**config.mk**
```make
export PLATFORM = sky130hd
export DESIGN_NAME = ext_mem_strobe_gen
export DESIGN_NICKNAME = d
export VERILOG_FILES = /design/src/rtl/ext_mem_strobe_gen.sv
export SDC_FILE = /design/constraint.sdc
export NUM_CORES = 1
export LEC_CHECK = 0
export BUFFER_PORTS_ARGS = -buffer_cell sky130_fd_sc_hd__buf_2
export CORE_ASPECT_RATIO = 0.6
export CORE_UTILIZATION = 50
export CTS_CLUSTER_DIAMETER = 30
export CTS_CLUSTER_SIZE = 12
export DETAILED_ROUTE_END_ITERATION = 7
export PLACE_DENSITY = 0.76
export SLEW_MARGIN = 20
export SYNTH_ARGS = -nofsm -noshare
export SYNTH_HDL_FRONTEND = slang
export SYNTH_SLANG_ARGS = --single-unit
```
**constraint.sdc**
```tcl
create_clock -name clk -period 2.95 [get_ports clk]
set_input_delay 0.59 -clock clk [delete_from_list [all_inputs] [get_ports clk]]
set_output_delay 0.59 -clock clk [all_outputs]
set_load 0.03 [all_outputs]
```
**src/rtl/ext_mem_strobe_gen.sv**
```systemverilog
module ext_mem_strobe_gen #(
  parameter int AW = 24
) (
  input  logic          clk,
  input  logic          rst_n,
  input  logic          req_valid,
  output logic          req_ready,
  input  logic          req_write,
  input  logic [AW-1:0] req_addr,
  input  logic          wr_hold_cs,
  input  logic [5:0]    rd_setup_code,
  input  logic [5:0]    rd_cs_setup_code,
  input  logic [5:0]    wr_setup_code,
  input  logic [5:0]    wr_cs_setup_code,
  input  logic [6:0]    rd_pulse_code,
  input  logic [6:0]    rd_cs_pulse_code,
  input  logic [6:0]    wr_pulse_code,
  input  logic [6:0]    wr_cs_pulse_code,
  input  logic [8:0]    rd_cycle_code,
  input  logic [8:0]    wr_cycle_code,
  output logic [AW-1:0] mem_addr,
  output logic          mem_wdata_oe,
  output logic          cs_n,
  output logic          rd_n,
  output logic          we_n,
  output logic          done
);
  localparam int NW = 10;

  function automatic logic [NW-1:0] exp_setup(input logic [5:0] c);
    return NW'({c[5], 2'b00, c[4:0]});
  endfunction
  function automatic logic [NW-1:0] exp_pulse(input logic [6:0] c);
    return NW'({c[6], 2'b00, c[5:0]});
  endfunction
  function automatic logic [NW-1:0] exp_cycle(input logic [8:0] c);
    return NW'({c[8:7], 1'b0, c[6:0]});
  endfunction

  logic          busy, q_wr, q_hold;
  logic [NW-1:0] cnt, q_ss, q_se, q_cs, q_ce, q_last;
  logic [AW-1:0] q_addr;

  logic [NW-1:0] n_ss, n_se, n_cs, n_ce0, n_ce, n_cyc, n_last;
  logic          accept;

  assign accept = req_valid && !busy;

  assign n_ss  = req_write ? exp_setup(wr_setup_code)    : exp_setup(rd_setup_code);
  assign n_cs  = req_write ? exp_setup(wr_cs_setup_code) : exp_setup(rd_cs_setup_code);
  assign n_se  = n_ss + (req_write ? exp_pulse(wr_pulse_code)    : exp_pulse(rd_pulse_code));
  assign n_ce0 = n_cs + (req_write ? exp_pulse(wr_cs_pulse_code) : exp_pulse(rd_cs_pulse_code));
  assign n_ce  = (req_write && wr_hold_cs && (n_ce0 <= n_se)) ? n_se + NW'(1) : n_ce0;
  assign n_cyc = req_write ? exp_cycle(wr_cycle_code) : exp_cycle(rd_cycle_code);
  assign n_last = (n_cyc == '0) ? '0 : n_cyc - NW'(1);

  always_ff @(posedge clk or negedge rst_n) begin
    if (!rst_n) begin
      busy   <= 1'b0;
      cnt    <= '0;
      q_wr   <= 1'b0;
      q_hold <= 1'b0;
      q_ss   <= '0;
      q_se   <= '0;
      q_cs   <= '0;
      q_ce   <= '0;
      q_last <= '0;
      q_addr <= '0;
    end else if (accept) begin
      busy   <= 1'b1;
      cnt    <= '0;
      q_wr   <= req_write;
      q_hold <= wr_hold_cs;
      q_ss   <= n_ss;
      q_se   <= n_se;
      q_cs   <= n_cs;
      q_ce   <= n_ce;
      q_last <= n_last;
      q_addr <= req_addr;
    end else if (busy) begin
      if (cnt == q_last) begin
        busy <= 1'b0;
        cnt  <= '0;
      end else begin
        cnt <= cnt + NW'(1);
      end
    end
  end

  logic strb_on;
  assign strb_on      = busy && (cnt >= q_ss) && (cnt < q_se);
  assign rd_n         = !(strb_on && !q_wr);
  assign we_n         = !(strb_on && q_wr);
  assign cs_n         = !(busy && (cnt >= q_cs) && (cnt < q_ce));
  assign done         = busy && (cnt == q_last);
  assign req_ready    = !busy;
  assign mem_addr     = q_addr;
  assign mem_wdata_oe = busy && q_wr;

  p_done_single_r7: assert property (@(posedge clk) disable iff (!rst_n)
    done |=> !done);
  p_idle_quiet_r6: assert property (@(posedge clk) disable iff (!rst_n)
    req_ready |-> (cs_n && rd_n && we_n && !mem_wdata_oe));
  p_addr_hold_r10: assert property (@(posedge clk) disable iff (!rst_n)
    (!req_ready && !done) |=> $stable(mem_addr));
  p_no_cross_r10: assert property (@(posedge clk) disable iff (!rst_n)
    !(!rd_n && !we_n));
  p_rd_only_read_r10: assert property (@(posedge clk) disable iff (!rst_n)
    !rd_n |-> !mem_wdata_oe);
  p_cnt_bound_r3: assert property (@(posedge clk) disable iff (!rst_n)
    busy |-> (cnt <= q_last));
  p_cs_covers_we_r9: assert property (@(posedge clk) disable iff (!rst_n)
    (busy && $past(busy) && q_hold && q_wr && $past(!we_n) && we_n && (q_cs < q_se)) |-> !cs_n);
endmodule

```
==> run metrics <==
post-route setup TNS -4390 ps; number of synthesized flops with an enable pin 0; CP Class in -> reg; Tightest Pin Transition between 900 and 1000 ps; core outline area around 0.01 mm²; Post-synth top flop dfrtp_1; TritonCTS clock tree done; number of cells after detailed placement 866; Inserted Clock Buffers 9; Die X-Extent about 130 µm; Final Critical Period about 3500 ps; area delta synth->final 37.5%; count leader, synth nand2_1; post-DP HPWL approximately 11 mm; max-slew violations 0; gr usage total about 29%; DR iter-0 viols 507; Detailed Route WL 15.6 mm; worst hold path type in -> async; Reg-to-Reg Start cnt[2]$_DFFE_PN0P_; final period utilization 118%; largest net degree at the start of global routing just under 80; Rows 28; die area roughly 0.011 mm²; sequential share of the synthesized area between 30 and 40%; Worst R2R End cnt[7]$_DFFE_PN0P_; initial antenna violation count 0; Synth Instances approximately 570; Avg Cell Area, Syn ~9.1 µm²; # DRC 0; Post-CTS Hold Fix Bufs 0; worst setup margin -525 ps; antenna-violating nets left 0; Worst setup EP type register; share of post-route cells with drive strength above 1 around two fifths; via count between 4000 and 5000; worst skew pair latency roughly 340 ps; Non-Filler Instances between 800 and 900; peak supply drop 498 µV; first-pass iteration count of the detailed router 5; post-synthesis register bit count between 70 and 80; Max Clk Rate ~0.29 GHz; PwrDens 855 mW/mm²; # setup viols final 9; Worst Path Required approximately 3200 ps; synthesized cell area just over 0.005 mm²; power share of the clock group ~19%; status finished, violations left; Synth Net Count 720; port bufs about 130; Synth area leader dfrtp_1; num ports 129; number of synthesis warnings 0; Int Power 3500 µW; Setup Skew ~6.5 ps; CP Launch Type input pin; GPL Wtd Cong 0.888; chip height about 80 µm; Slew Limit Headroom 34.8%; Sw Share a little over two fifths; clk sink count 76; Combinational Power Share roughly 52%; final hold vios 0; Worst R2R Path Depth 7; failing checks negative setup slack; commonest cells in the netlist nand2_1 (126), dfrtp_1 (76), ha_1 (50); starting density of the core a little over 50%; sequential power share between 20% and 30%; Area contributors post-synth dfrtp_1 (37%), ha_1 (12%), nand2_1 (9.2%), mux2_2 (5.0%), inv_1 (3.1%); H-Tree Depth 3; vias in the first global route ~4700; FF-to-FF setup slack ~800 ps; max_cap viols 0; Arr. time, crit path around 3700 ps; asr flop ratio synth 100%; Final Net Count just over 900; total grt overflow 0; Reg clk slew, reported paths about 60 ps; wire per inst 17.4 µm; switching power ~2600 µW; via/cell ratio approximately 5.6; Root Driver clkbuf_16; fill count about 740; Final Util 71.4%; area fraction of the dominant cell type after synthesis between 30% and 40%; first-pass GRT wire length approximately 24 mm; ANT cells 0; CTS Buffer Depth 2; Yosys cell types 59; top fanout value on the critical path 8; leak pwr 0.00359 µW; RSZ-0062 raised after global routing yes
==> cell usage in the layout (no fill, tap or decap), types with 7 or more instances in the layout <==
| cell | count |
|---|---|
| a21o_1 | 9 |
| a21oi_1 | 10 |
| buf_2 | 123 |
| buf_4 | 62 |
| clkbuf_16 | 9 |
| dfrtp_1 | 74 |
| ha_1 | 40 |
| ha_4 | 9 |
| inv_1 | 38 |
| mux2_2 | 14 |
| mux2_4 | 9 |
| mux2i_1 | 11 |
| nand2_1 | 125 |
| nand3_1 | 7 |
| nor2_1 | 24 |
| o21ai_0 | 20 |
| o21ai_1 | 25 |
| o31ai_1 | 9 |
| xnor2_1 | 15 |
==> layer usage <==
metal | vias up | GRT usage, % | part of all wire (%)
met3 | 30 | 6.12 | 7.7
met4 | 0 | 9.32 | 2.3
met1 | 2407 | 40.4 | 44
met5 | - | 0 | 0
li1 | 2328 | - | -
met2 | 224 | 43.7 | 46
==> critical path, cell delays in order <==
cell      delay [ps]
buf_12           120
buf_12           140
buf_4            150
mux2_4           310
ha_4             280
o21ai_0           70
o21bai_1         150
a21oi_1          100
xor2_1           180
buf_4            180
ha_4             270
nand4_1          190
nor4_4           330
a31oi_4           70
buf_12           160
buf_6            120
a221o_1          290
==> cells by family (layout without fill, tap and decap cells) <==
kind of cell	after synthesis	in the layout	synth area share, %
xor gates and xnor gates	25	25	4.68
AOI/OAI and AO/OA	117	117	15.2
muxes	37	37	7.80
adders and majority gates	52	52	12.9
and+or+nand+nor	199	199	17.1
DFF	76	76	36.8
buffers and inverters	63	253	5.43
==> cell type report <==
class / count / area (µm²) / share of cell area (%)
repair buffers: 195 / 1240 / 17.4
inverters: 42 / 158 / 2.22
well taps: 135 / 169 / 2.38
clock buffers: 11 / 243 / 3.42
flip-flops and latches: 76 / 1900 / 26.8
clock inverters: 5 / 61.3 / 0.863
multi-input cells: 430 / 3330 / 46.9
==> worst max path at each step <==
stage	from	end	slack, ps	depth (start not counted)
6_report	req_write	q_ce[7]$_DFFE_PN0P_	-530	17
5_1_grt	req_write	q_ce[1]$_DFFE_PN0P_	-630	18
4_1_cts	req_write	q_ce[1]$_DFFE_PN0P_	-430	16
3_5_place_dp	req_write	q_ce[0]$_DFFE_PN0P_	-930	18
3_3_place_gp	req_write	q_ce[5]$_DFFE_PN0P_	-790	17
2_1_floorplan	req_write	q_ce[7]$_DFFE_PN0P_	-860	17
==> sequential cells by signal, summed over array words and instances, names as in the netlist <==
| name | count |
|---|---|
| mem_addr | 24 |
| cnt | 10 |
| q_ce | 10 |
| q_last | 10 |
| q_se | 9 |
| q_cs | 6 |
| q_ss | 5 |
| busy | 1 |
| q_wr | 1 |
==> power groups by stage <==
| stage | Sequential, µW | Combinational, µW | Clock, µW |
|---|---|---|---|
| final | 1780 | 3160 | 1130 |
| after global placement | 1780 | 2630 | 0 |
| after detailed placement | 1800 | 2750 | 0 |
| after CTS | 1780 | 2920 | 1130 |
| after global routing | 1840 | 3460 | 1180 |
| after floorplan | 2060 | 1570 | 0 |
==> stage by stage <==
step	area (µm²)	setup WS (ps)	hold WS, ps	total power, µW
floorplan	5220	-855	294	3630
global route	7100	-627	441	6480
detailed placement	6310	-932	461	4550
CTS	6880	-426	435	5840
finish	7100	-525	397	6080
global placement	6310	-789	451	4410
==> what timing repair did <==
action / in CTS / in global routing
pin swaps: 22 / 24
setup buffers: 8 / 3
gates cloned: 2 / 0
endpoints found under the setup margin: 12 / 12
gates resized for setup: 44 / 39
Note: power is estimated with default switching activity, not from simulation.
